<file path="src/rtl/phy_wr_pkg.sv">
package phy_wr_pkg;
  localparam int REG_W    = 32;
  localparam int DATA_LSB = 8;
  localparam int REQ_BIT  = 24;
  localparam int ACK_BIT  = 26;
  localparam int ERR_BIT  = 31;

  typedef enum logic [1:0] {
    ST_IDLE      = 2'd0,
    ST_WRITING   = 2'd1,
    ST_ACK_HIGH  = 2'd2,
    ST_ACK_CLEAR = 2'd3
  } hs_state_e;
endpackage

</file>
<file path="src/rtl/phy_wr_rst_sync.sv">
module phy_wr_rst_sync #(
  parameter int STAGES = 2
) (
  input  logic clk,
  input  logic rst_n_async,
  output logic rst_n_sync
);
  logic [STAGES-1:0] sync_q;

  always_ff @(posedge clk or negedge rst_n_async) begin
    if (!rst_n_async) sync_q <= '0;
    else              sync_q <= {sync_q[STAGES-2:0], 1'b1};
  end

  assign rst_n_sync = sync_q[STAGES-1];
endmodule

</file>
<file path="src/rtl/phy_wr_hostreg.sv">
module phy_wr_hostreg
  import phy_wr_pkg::*;
#(
  parameter int ADDR_W = 6,
  parameter int DATA_W = 8
) (
  input  logic              clk,
  input  logic              rst_n,
  input  logic              wr_en,
  input  logic [REG_W-1:0]  wdata,
  input  logic              ack,
  input  logic              idle,
  output logic [REG_W-1:0]  rdata,
  output logic              start,
  output logic              req,
  output logic [ADDR_W-1:0] fld_addr,
  output logic [DATA_W-1:0] fld_data
);
  logic [ADDR_W-1:0] addr_q, addr_d;
  logic [DATA_W-1:0] data_q, data_d;
  logic              req_q, req_d;
  logic              err_q, err_d;
  logic              rise, err_set, err_clr;
  logic              unused_wbits;

  assign unused_wbits = ^wdata;

  always_comb begin
    rise    = wr_en & wdata[REQ_BIT] & ~req_q;
    start   = rise & idle;
    err_set = rise & ack;
    err_clr = wr_en & wdata[ERR_BIT];

    addr_d = addr_q;
    data_d = data_q;
    req_d  = req_q;
    if (wr_en) begin
      addr_d = wdata[ADDR_W-1:0];
      data_d = wdata[DATA_LSB +: DATA_W];
      req_d  = wdata[REQ_BIT];
    end

    err_d = err_q;
    if (err_clr) err_d = 1'b0;
    if (err_set) err_d = 1'b1;
  end

  always_ff @(posedge clk or negedge rst_n) begin
    if (!rst_n) begin
      addr_q <= '0;
      data_q <= '0;
      req_q  <= 1'b0;
      err_q  <= 1'b0;
    end else begin
      addr_q <= addr_d;
      data_q <= data_d;
      req_q  <= req_d;
      err_q  <= err_d;
    end
  end

  always_comb begin
    rdata                       = '0;
    rdata[ADDR_W-1:0]           = addr_q;
    rdata[DATA_LSB +: DATA_W]   = data_q;
    rdata[REQ_BIT]              = req_q;
    rdata[ACK_BIT]              = ack;
    rdata[ERR_BIT]              = err_q;
  end

  assign req      = req_q;
  assign fld_addr = wdata[ADDR_W-1:0];
  assign fld_data = wdata[DATA_LSB +: DATA_W];
endmodule

</file>
<file path="src/rtl/phy_wr_fsm.sv">
module phy_wr_fsm
  import phy_wr_pkg::*;
(
  input  logic clk,
  input  logic rst_n,
  input  logic start,
  input  logic req,
  input  logic stb,
  input  logic ready,
  output logic ack,
  output logic idle
);
  hs_state_e state_q, state_d;
  logic      ack_q, ack_d;

  always_comb begin
    state_d = state_q;
    unique case (state_q)
      ST_IDLE:      if (start)          state_d = ST_WRITING;
      ST_WRITING:   if (ready && !stb)  state_d = ST_ACK_HIGH;
      ST_ACK_HIGH:  if (!req)           state_d = ST_ACK_CLEAR;
      ST_ACK_CLEAR:                     state_d = ST_IDLE;
      default:                          state_d = ST_IDLE;
    endcase
    ack_d = (state_d == ST_ACK_HIGH) || (state_d == ST_ACK_CLEAR);
  end

  always_ff @(posedge clk or negedge rst_n) begin
    if (!rst_n) begin
      state_q <= ST_IDLE;
      ack_q   <= 1'b0;
    end else begin
      state_q <= state_d;
      ack_q   <= ack_d;
    end
  end

  assign ack  = ack_q;
  assign idle = (state_q == ST_IDLE);
endmodule

</file>
<file path="src/rtl/phy_wr_port.sv">
module phy_wr_port #(
  parameter int ADDR_W = 6,
  parameter int DATA_W = 8
) (
  input  logic              clk,
  input  logic              rst_n,
  input  logic              start,
  input  logic [ADDR_W-1:0] addr_in,
  input  logic [DATA_W-1:0] data_in,
  output logic              stb,
  output logic [ADDR_W-1:0] addr,
  output logic [DATA_W-1:0] data
);
  logic              stb_q;
  logic [ADDR_W-1:0] addr_q;
  logic [DATA_W-1:0] data_q;

  always_ff @(posedge clk or negedge rst_n) begin
    if (!rst_n) stb_q <= 1'b0;
    else        stb_q <= start;
  end

  always_ff @(posedge clk or negedge rst_n) begin
    if (!rst_n) begin
      addr_q <= '0;
      data_q <= '0;
    end else if (start) begin
      addr_q <= addr_in;
      data_q <= data_in;
    end
  end

  assign stb  = stb_q;
  assign addr = addr_q;
  assign data = data_q;
endmodule

</file>
<file path="src/rtl/phy_wr_bridge.sv">
module phy_wr_bridge
  import phy_wr_pkg::*;
#(
  parameter int ADDR_W    = 6,
  parameter int DATA_W    = 8,
  parameter int RST_STAGE = 2
) (
  input  logic              clk,
  input  logic              rst_n,
  input  logic              host_wr_en,
  input  logic [REG_W-1:0]  host_wdata,
  output logic [REG_W-1:0]  host_rdata,
  output logic              phy_wr_stb,
  output logic [ADDR_W-1:0] phy_addr,
  output logic [DATA_W-1:0] phy_wdata,
  input  logic              phy_ready
);
  logic              rst_n_int;
  logic              start, req, ack, idle;
  logic [ADDR_W-1:0] fld_addr;
  logic [DATA_W-1:0] fld_data;

  phy_wr_rst_sync #(.STAGES(RST_STAGE)) u_rst (
    .clk        (clk),
    .rst_n_async(rst_n),
    .rst_n_sync (rst_n_int)
  );

  phy_wr_hostreg #(.ADDR_W(ADDR_W), .DATA_W(DATA_W)) u_reg (
    .clk     (clk),
    .rst_n   (rst_n_int),
    .wr_en   (host_wr_en),
    .wdata   (host_wdata),
    .ack     (ack),
    .idle    (idle),
    .rdata   (host_rdata),
    .start   (start),
    .req     (req),
    .fld_addr(fld_addr),
    .fld_data(fld_data)
  );

  phy_wr_fsm u_fsm (
    .clk  (clk),
    .rst_n(rst_n_int),
    .start(start),
    .req  (req),
    .stb  (phy_wr_stb),
    .ready(phy_ready),
    .ack  (ack),
    .idle (idle)
  );

  phy_wr_port #(.ADDR_W(ADDR_W), .DATA_W(DATA_W)) u_port (
    .clk    (clk),
    .rst_n  (rst_n_int),
    .start  (start),
    .addr_in(fld_addr),
    .data_in(fld_data),
    .stb    (phy_wr_stb),
    .addr   (phy_addr),
    .data   (phy_wdata)
  );
endmodule

</file>
<file path="config.mk">
export PLATFORM = sky130hd
export DESIGN_NAME = phy_wr_bridge
export DESIGN_NICKNAME = d
export VERILOG_FILES = /design/src/rtl/phy_wr_pkg.sv /design/src/rtl/phy_wr_rst_sync.sv /design/src/rtl/phy_wr_hostreg.sv /design/src/rtl/phy_wr_fsm.sv /design/src/rtl/phy_wr_port.sv /design/src/rtl/phy_wr_bridge.sv
export SDC_FILE = /design/constraint.sdc
export NUM_CORES = 1
export LEC_CHECK = 0
export BUFFER_PORTS_ARGS = -buffer_cell sky130_fd_sc_hd__buf_4
export CORE_UTILIZATION = 40
export DETAILED_ROUTE_END_ITERATION = 8
export PLACE_DENSITY_LB_ADDON = 0.12
export SLEW_MARGIN = 5
export SYNTH_ARGS = -nofsm -noshare
export SYNTH_HDL_FRONTEND = slang
export SYNTH_SLANG_ARGS = --single-unit
</file>
<file path="constraint.sdc">
create_clock -name clk -period 1.6 [get_ports clk]
set_input_delay 0.08 -clock clk [delete_from_list [all_inputs] [get_ports clk]]
set_output_delay 0.08 -clock clk [all_outputs]
set_load 0.02 [all_outputs]
</file>
### Word-level counts from Yosys, hierarchy flattened

Cells that the tools add are included.

| word-level totals | value |
|---|---|
| memory bits (writable) | 0 |
| register bits | 36 |
| memories | 0 |
| memory bits (read-only) | 0 |
| input port bits | 36 |
| bits in latches | 0 |

| cells by class | value |
|---|---|
| multiply operators | 0 |
| shifts and indexed selects | 0 |
| multiplexer cells | 6 |
| reductions and logical operators | 5 |
| divide/modulo/power cells | 0 |
| $add $sub $neg | 0 |
| magnitude comparators | 0 |
| equality and inequality tests | 5 |
| bitwise logic cells | 6 |

Operators by type and width:

| kind | count |
|---|---|
| $eq 2x2->1 const B | 4 |
| $pmux 2 s4 | 1 |
| $mux 2 | 3 |
| $and 1x1->1 | 5 |
| $eq 2x1->1 const B | 1 |
| $logic_not 2->1 | 1 |
| $mux 1 | 2 |
| $reduce_bool 2->1 | 1 |
| $logic_and 1x1->1 | 1 |
| $logic_not 1->1 | 1 |
| $logic_or 1x1->1 | 1 |
| $not 1->1 | 1 |

### Logic depth before layout (Yosys ltp)

Gate-level depths: netlist of run 1.

| depth | value |
|---|---|
| word-level depth | 7 |
| gate-level depth with buffers | 6 |
| gate-level depth less buffers | 3 |

### Modules after synthesis

Synthesis of run 1 repeated with hierarchy kept, for this count alone.

| unflattened totals | value |
|---|---|
| cells, all modules | 117 |
| area total of the unflattened synthesis | 1630.3 µm² |

Modules (own cells, without submodules):

| module | sequential area each (µm²) | cells an instance | area each (µm²) | times used |
|---|---|---|---|---|
| phy_wr_hostreg | 400.4 | 71 | 898.4 | 1 |
| phy_wr_port | 375.4 | 30 | 544.3 | 1 |
| phy_wr_fsm | 75.1 | 13 | 133.9 | 1 |
| phy_wr_rst_sync | 50.0 | 3 | 53.8 | 1 |

### Worst setup path after synthesis of run 1

OpenSTA, ideal clock, no wires.

| timing path | value |
|---|---|
| path kind | reg2reg |
| start | reg, netlist name u_fsm.ack |
| end | reg u_port.addr_q[0] (netlist: u_port.addr[0]) |
| data arrival time | 1495 ps |
| library setup time | 125 ps |
| data required time | 1475 ps |
| clock period less this slack | 1620 ps |
| stages on the path, launching flop included | 5 |
| setup slack | -20 ps |
| cells stage by stage | dfrtp_1 -> or4_4 -> buf_6 -> buf_12 -> mux2_4 |

RTL lines:

| element | line | RTL |
|---|---|---|
| end signal, assigned | phy_wr_port.sv:28 | `addr_q <= addr_in;` |
| end, declared | phy_wr_port.sv:15 | `logic [ADDR_W-1:0] addr_q;` |

==> results of run 1 <==
-- synthesized netlist by cell type --
master / number
dfrtp_1: 35
mux2_2: 20
buf_4: 18
mux2_4: 8
inv_1: 3
o21ai_0: 3
buf_6: 2
conb_1: 2
a22o_1: 1
buf_12: 1
clkbuf_1: 1
nand2_1: 1
nand2_4: 1
nand2b_1: 1
nand3b_1: 1
nor2_1: 1
o221ai_1: 1
or4_4: 1
-- metrics by stage --
| stage | hold WS, ns | worst slack (ns) |
|---|---|---|
| after global placement | -0.138 | 0.0596 |
| final | 0.0337 | 0.0733 |
| after floorplan | -0.216 | 0.0334 |
| after CTS | 0.0258 | 0.0302 |
| after detailed placement | -0.137 | 0.0364 |
| after global routing | 0.0300 | 0.0392 |
-- sequential cells by signal (all words and copies together) (netlist names) --
register and flops:
u_port.data 8, u_reg.data_q 8, u_port.addr 6, u_reg.addr_q 6, u_rst.sync_q 2, u_fsm.ack 1
u_fsm.state_q 1, u_port.stb 1, u_reg.err_q 1, u_reg.req 1
-- critical path: stages (launching register included) --
cell,delay [ns]
dfrtp_1,0.38
or4_4,0.68
mux2_4,0.35
-- timing repair --
| item | 4_1_cts | 5_1_grt |
|---|---|---|
| setup endpoints to repair | 0 | 2 |
| endpoints found under the hold margin | 2 | 0 |
| hold buffers | 1 | 0 |
-- final cells by class --
| class | count | area, um2 | share of cell area (%) |
|---|---|---|---|
| clock buffers | 7 | 76.3 | 3.95 |
| clock inverters | 1 | 5.00 | 0.259 |
| inverters | 3 | 11.3 | 0.583 |
| multi-input cells | 55 | 482 | 25.0 |
| flip-flops and latches | 35 | 876 | 45.4 |
| well taps | 46 | 57.6 | 2.98 |
| repair buffers | 56 | 423 | 21.9 |
-- cell families after synthesis --
family	Yosys count	share of synthesized area (%)
DFF	35	58.5
muxes	28	23.1
buffers and inverters	25	12.9
and+or+nand+nor	6	2.92
AOI/OAI and AO/OA	5	2.17
other	2	0.501
-- power by group through the flow --
stage               sequential (uW)  combinational, uW  clock [uW]
finish                         1280               1180         595
detailed placement             1300               1190           0
global route                   1310               1250         650
floorplan                      1570                473           0
global placement               1280               1170           0
CTS                            1280               1190         621
-- path summary, 6_finish.rpt --
kind	startpoint	endpoint	slack, ns
setup / recovery	u_fsm.ack	u_port.addr[5]	0.07
setup reg to reg	u_fsm.ack	u_port.addr[5]	0.07
hold / removal	host_wdata[2]	u_port.addr[2]	0.03
hold reg to reg	u_rst.sync_q[1]	u_port.addr[4]	0.26
min in group asynchronous	rst_n	u_rst.sync_q[0]	0.14
max in group asynchronous	u_rst.sync_q[1]	u_reg.addr_q[4]	1.04
-- per-layer routing --
metal / vias to the layer above / share of wire (%) / global-route usage (%)
li1: 412 / - / -
met1: 438 / 39 / 16.3
met2: 41 / 53 / 24.9
met3: 5 / 6.1 / 4.17
met4: 0 / 1.4 / 8.52
met5: - / 0 / 0
==> flow_metrics.py, run 1 <==
metrics = {
    "status": {
        "status": "completed",
    },
    "critical_path": {
        "required_ns": 1.76,
        "worst_setup_path_end_kind": "flip-flop",
        "cp_max_fo": 16,
        "worstRegToRegCells": 2,
        "worstPathArrival_ns": 1.69,
        "startpoint_type": "flip-flop",
        "worstSetupPathType": "flip-flop to flip-flop",
    },
    "floorplan": {
        "rows": 21,
        "core_um2": 3470,
        "die_area_um2": 3990,
        "die_w_um": 63.2,
        "io_pins": 83,
        "fp.dieH_um": 63.2,
        "initial_core_util_pct": 43.2,
    },
    "sta": {
        "period_share_pct": 95.4,
        "setup_viol": 0,
        "final.min_clock_period_ns": 1.53,
        "finalHoldViolations": 0,
        "drv_slew": 0,
        "fmax_ghz": 0.655,
        "clock_skew_ns": 0.00964,
        "rsz0062_at_grt": "no",
        "tns_ns": 0,
    },
    "synth": {
        "synth.distinct_cells": 18,
        "ys_seq_area_share_pct": 58.5,
        "synth_cells": 101,
        "syn_area_um2": 1500,
        "ys_warn_count": 0,
        "syn_area_per_cell_um2": 14.8,
        "synth_area_leaders": "dfrtp_1 (58%), mux2_2 (15%), buf_4 (9.0%)",
        "yosysTopAreaCellShare_pct": 58.5,
        "synth_top_area_cell": "dfrtp_1",
        "ys_ff_latch": 35,
    },
    "final_layout": {
        "antenna_cells": 0,
        "stdcell_area_um2": 1930,
        "drive_gt1_share_pct": 58.0,
        "fin_util_pct": 55.7,
        "nets": 192,
        "fin_cells": 203,
        "nFillCells": 302,
        "area_growth_pct": 28.9,
        "final_common_cell": "buf_4",
        "final_cell_mix": "buf_4 (55), dfrtp_1 (35), mux2_2 (20), conb_1 (16), mux2_4 (8)",
    },
    "power_and_ir_drop": {
        "vdd_drop_max_v": 0.000840,
        "seq_power_share_pct": 41.9,
        "internal_power_uw": 2050,
        "powerDensity_nw_per_um2": 1580,
        "clockPowerShare_pct": 19.5,
        "total_power_uw": 3050,
        "comb_power_share_pct": 38.6,
        "power_leakage_uw": 0.000988,
        "p_switching_uw": 1000,
        "sw_frac_of_total_pct": 32.8,
    },
    "cts": {
        "cts_buffers": 5,
        "cts.path.max_buffers": 2,
        "clock_latency_ns": 0.28,
        "cts_resized": 0,
        "cts_tree": "built",
        "cts.clk_slew.worst_paths_ns": 0.07,
        "cts_setup_buffers": 0,
        "ctsHtreeMaxLevel": 2,
        "cts-root-buf": "clkbuf_8",
        "clock_sinks": 35,
    },
    "global_route": {
        "antenna_found_initial": 0,
        "grt.overflow.total": 0,
        "grt_start_max_net_pins": 34,
        "grt_pass1_wl_mm": 4.35,
        "grt_pass1_vias": 906,
        "grt_util_all_layers_pct": 14.6,
    },
    "placed_design": {
        "place_congestion": 0.715,
        "dp.cells": 194,
        "hpwl_mm": 1.84,
        "io_buffers": 51,
        "dpl_cell_area_um2": 1840,
    },
    "drt": {
        "drt_iter0_drc": 30,
        "vias": 896,
        "routedWlPerCell_um": 12.9,
        "vias_per_cell": 4.41,
        "routed_wl_mm": 2.63,
        "antenna_left": 0,
        "route.detailed.drc": 0,
        "first_pass_iters": 4,
    },
    "worst_hold_path": {
        "whs_path_depth": 2,
        "hp-class": "primary input to flip-flop",
    },
    "flow_run": {
        "maxCapViolations": 0,
    },
}
(Power assumes the default switching activity.)
==> inputs of run 2 (changes only) <==
Clock period 1.6 ns to 1.8 ns, I/O delays scaled along.
==> run 2 against run 1 <==
Core utilization down 0.22 points. Critical path depth stayed put. Clock power shrank 11%. Critical endpoint is now u_port.addr[3].
==> flow_metrics.py, run 2 (same netlist as run 1, synthesis figures left out) <==
metrics = {
    "floorplan": {
        "die_w_um": 63.2,
        "fp.dieH_um": 63.2,
        "core_um2": 3470,
        "initial_core_util_pct": 43.2,
        "rows": 21,
        "die_area_um2": 3990,
        "io_pins": 83,
    },
    "cts": {
        "ctsHtreeMaxLevel": 2,
        "cts.path.max_buffers": 2,
        "clock_latency_ns": 0.28,
        "cts_tree": "built",
        "cts-root-buf": "clkbuf_8",
        "cts_buffers": 5,
        "cts.clk_slew.worst_paths_ns": 0.07,
        "clock_sinks": 35,
    },
    "sta": {
        "rsz0062_at_grt": "no",
        "tns_ns": 0,
        "final.min_clock_period_ns": 1.62,
        "fmax_ghz": 0.616,
        "finalHoldViolations": 0,
        "clock_skew_ns": 0.00648,
        "period_share_pct": 90.2,
        "setup_viol": 0,
        "drv_slew": 0,
    },
    "global_route": {
        "top_usage_layer": "met2",
        "grt.overflow.total": 0,
        "antenna_found_initial": 0,
        "grtUsageMet3_pct": 7.07,
        "grt_pass1_vias": 939,
        "grtUsageMet2_pct": 23.0,
        "grt_util_all_layers_pct": 14.5,
        "grt_pass1_wl_mm": 4.31,
        "grt_start_max_net_pins": 18,
        "grtUsageMet1_pct": 16.8,
    },
    "critical_path": {
        "critPathMaxStageDelay_ns": 0.72,
        "worstPathArrival_ns": 1.79,
        "worst_setup_path_end_kind": "flip-flop",
        "cp_max_fo": 16,
        "crit_slowest_cell": "or4_4",
        "startpoint_type": "flip-flop",
        "required_ns": 1.97,
        "crit_chain": "or4_4 > mux2_4",
        "worstSetupPathType": "flip-flop to flip-flop",
    },
    "flow_run": {
        "maxCapViolations": 0,
    },
    "final_layout": {
        "final_common_cell": "buf_4",
        "antenna_cells": 0,
        "drive_gt1_share_pct": 57.7,
        "nets": 191,
        "area_growth_pct": 28.4,
        "final_cell_mix": "buf_4 (54), dfrtp_1 (35), mux2_2 (20), conb_1 (16), mux2_4 (8)",
    },
    "power_and_ir_drop": {
        "total_power_uw": 2700,
        "powerDensity_nw_per_um2": 1400,
        "vdd_drop_max_v": 0.000762,
        "power_leakage_uw": 0.000983,
    },
    "drt": {
        "vias": 896,
        "antenna_left": 0,
        "route.detailed.drc": 0,
        "drt_iter0_drc": 31,
        "routedWlPerCell_um": 12.7,
        "routed_wl_mm": 2.57,
        "vias_per_cell": 4.44,
        "first_pass_iters": 3,
    },
    "placed_design": {
        "hpwl_mm": 1.86,
        "io_buffers": 51,
        "place_congestion": 0.685,
    },
    "status": {
        "status": "completed",
    },
    "worst_hold_path": {
        "hp-class": "primary input to flip-flop",
    },
}
==> run 2: cell types whose count changed in the layout (fill, tap and decap cells not counted), sizes merged <==
cell	change
buf	-1
==> run 2: power by group <==
| part | switching, uW | internal (uW) | leakage, uW |
|---|---|---|---|
| Clock | 256 | 271 | 0.0000422 |
| Sequential | 142 | 1010 | 0.000419 |
| Combinational | 489 | 527 | 0.000522 |
| Total | 887 | 1810 | 0.000983 |
==> run 2: what timing repair did <==
item / 4_1_cts / 5_1_grt
buffers inserted: 0 / 0
hold buffers: 1 / 0
gates resized for setup: 0 / 0
hold endpoints to repair: 2 / 0
==> run 2: cell type report <==
class,count,area (um2)
Clock buffer,7,76.3
Clock inverter,1,5.00
Fill cell,296,1550
Inverter,3,11.3
Multi-Input combinational cell,55,482
Sequential cell,35,876
Tap cell,46,57.6
Timing Repair Buffer,55,415
==> run 2: path summary, 6_finish.rpt <==
kind / from / end / slack [ns] / cells after the start
setup reg to reg: u_fsm.ack / u_port.addr[3] / 0.18 / 2
hold reg to reg: u_rst.sync_q[1] / u_port.data[6] / 0.21 / 1
setup / recovery: u_fsm.ack / u_port.addr[3] / 0.18 / 2
hold / removal: host_wdata[13] / u_port.data[5] / 0.04 / 2
min in group asynchronous: rst_n / u_rst.sync_q[1] / 0.13 / 2
max in group asynchronous: u_rst.sync_q[1] / u_fsm.ack / 1.40 / 1
==> run 2: routing by layer <==
metal	wire length (um)	part of all wire (%)	up-vias
met5	0	0	-
met4	10	0.39	0
met3	198	7.7	2
met2	1240	48	44
met1	1130	44	442
li1	-	-	408
==> run 2: worst max-delay path, delay by kind of cell, from the launching register on <==
family / cells / cell delay (ns)
and+or+nand+nor: 1 / 0.72
DFF: 1 / 0.43
muxes: 1 / 0.35
==> run 2: through the flow <==
step / utilization (%) / hold slack, ns / instance area [um2] / worst slack [ns] / std cells
2_1_floorplan: - / -0.206 / 1550 / 0.180 / 115
3_3_place_gp: 52.8 / -0.127 / 1830 / 0.194 / 193
3_5_place_dp: 52.8 / -0.126 / 1830 / 0.179 / 193
4_1_cts: 55.4 / 0.0322 / 1920 / 0.170 / 202
5_1_grt: 55.4 / 0.0337 / 1920 / 0.119 / 202
6_report: 55.4 / 0.0421 / 1920 / 0.177 / 202
==> inputs of run 3 (changes only) <==
Settings changed: CAP_MARGIN set to 40, CORE_UTILIZATION 40 to 47.
==> run 3 against run 2 <==
Critical path depth unchanged. Sequential power about the same. Largest cell class unchanged. Clock power fell by 9.9%. Critical path type unchanged. Setup slack got worse by 0.015 ns. Cell area grew 7.2%. Flip-flop and latch count stayed put.
==> flow_metrics.py, run 3 (same netlist as run 1, synthesis figures left out) <==
metrics = {
    "final_layout": {
        "area_growth_pct": 37.6,
        "stdcell_area_um2": 2060,
        "drive_gt1_share_pct": 52.6,
        "final_cell_mix": "buf_4 (53), dfrtp_1 (35), mux2_2 (20), dlygate4sd3_1 (17), conb_1 (16)",
        "nets": 206,
        "antenna_cells": 0,
        "fin_cells": 215,
        "final_common_cell": "buf_4",
    },
    "cts": {
        "ctsHtreeMaxLevel": 2,
        "cts_setup_buffers": 0,
        "cts-root-buf": "clkbuf_4",
        "clock_sinks": 35,
        "clock_latency_ns": 0.34,
        "cts_tree": "built",
        "cts_buffers": 5,
        "holdBufCountCts": 17,
        "cts.clk_slew.worst_paths_ns": 0.11,
        "cts_resized": 0,
        "cts.path.max_buffers": 2,
    },
    "floorplan": {
        "fp.dieH_um": 58.5,
        "initial_core_util_pct": 49.5,
        "core_um2": 3030,
        "die_w_um": 58.5,
        "die_area_um2": 3420,
        "rows": 20,
        "io_pins": 83,
    },
    "global_route": {
        "grt_start_max_net_pins": 34,
        "grt_pass1_vias": 946,
        "grt_util_all_layers_pct": 17.2,
        "antenna_found_initial": 0,
        "grt.overflow.total": 0,
        "grt_pass1_wl_mm": 4.24,
    },
    "critical_path": {
        "required_ns": 2.02,
        "worst_setup_path_end_kind": "flip-flop",
        "worstSetupPathType": "flip-flop to flip-flop",
        "r2r-end": "u_port.addr[3]",
        "critical-path-top-delay-family": "simple AND/OR/NAND/NOR gates",
        "reg2reg_slack_ns": 0.16,
        "startpoint": "u_fsm.ack",
        "crit_slowest_cell": "or4_4",
        "crit_chain": "or4_4 > mux2_4",
        "worstPathArrival_ns": 1.85,
        "reg2reg_from": "u_fsm.ack",
        "worstRegToRegCells": 2,
        "startpoint_type": "flip-flop",
        "cp_max_fo": 16,
        "critPathMaxStageDelay_ns": 0.72,
        "worst-path-buf-inv": 0,
    },
    "placed_design": {
        "dp.cells": 190,
        "hpwl_mm": 1.75,
        "post-place-ws_ns": 0.187,
        "dpl_cell_area_um2": 1820,
        "place_congestion": 0.756,
        "io_buffers": 51,
    },
    "drt": {
        "drt_iter0_drc": 12,
        "routedWlPerCell_um": 12.2,
        "route.detailed.drc": 0,
        "first_pass_iters": 4,
        "antenna_left": 0,
        "dr_wl_met2_mm": 1.28,
        "vias": 955,
        "routedLengthMet1_mm": 1.12,
        "top_layer_used": "met4",
        "vias_per_cell": 4.44,
        "routed_wl_mm": 2.63,
        "wl_met3_um": 169,
    },
    "worst_hold_path": {
        "worstHoldStart": "phy_ready",
        "whs_path_depth": 3,
        "hp-class": "primary input to flip-flop",
        "min_to": "u_fsm.ack",
    },
    "sta": {
        "final.min_clock_period_ns": 1.64,
        "setup_viol": 0,
        "period_share_pct": 91.0,
        "tns_ns": 0,
        "finalWorstSetupSlack_ns": 0.162,
        "fmax_ghz": 0.610,
        "drv_slew": 0,
        "clock_skew_ns": 0.0134,
        "finalHoldViolations": 0,
        "rsz0062_at_grt": "no",
    },
    "power_and_ir_drop": {
        "powerDensity_nw_per_um2": 1290,
        "total_power_uw": 2670,
        "power_leakage_uw": 0.00104,
        "vdd_drop_max_v": 0.000779,
    },
    "status": {
        "status": "completed",
    },
    "flow_run": {
        "maxCapViolations": 0,
    },
}
-- run 3: cell types whose count changed in the layout (fill, tap and decap cells not counted) --
| cell | delta |
|---|---|
| buf_4 | -1 |
| clkbuf_1 | -1 |
| clkbuf_4 | +5 |
| clkbuf_8 | -3 |
| clkinv_2 | -1 |
| dlygate4sd3_1 | +16 |
-- run 3: how the worst max path moves through the flow --
stage	end	slack (ns)	cells past startpoint
2_1_floorplan	u_port.addr[0]	0.18	4
3_3_place_gp	u_port.data[5]	0.20	2
3_5_place_dp	u_port.addr[1]	0.19	2
4_1_cts	u_port.addr[3]	0.15	2
5_1_grt	u_port.addr[3]	0.12	2
6_report	u_port.addr[3]	0.16	2
-- run 3: per-layer routing --
metal / track usage, % / vias up
met1: 19.3 / 467
met4: 11.2 / 0
met5: 0 / -
li1: - / 441
met3: 5.93 / 8
met2: 27.9 / 39
-- run 3: final cells by class --
type	instances	area, um2
repair buffers	70	568
fillers	249	967
clock buffers	8	68.8
well taps	44	55.1
multi-input cells	55	482
inverters	3	11.3
flip-flops and latches	35	876
-- run 3: through the flow --
step / util [%] / hold slack [ns]
floorplan: - / -0.206
global placement: 60.2 / -0.128
detailed placement: 60.2 / -0.127
CTS: 68.1 / 0.00685
global route: 68.1 / 0.0301
finish: 68.1 / 0.0270
-- run 3: power by group --
group          total [uW]  internal, uW  switching, uW
clock network         475           230            245
logic                1050           548            498
registers            1150          1010            138
-- run 3: worst register-to-register path: stages (launching register included) --
cell and delay (ns):
dfrtp_1 0.45, or4_4 0.72, mux2_4 0.35
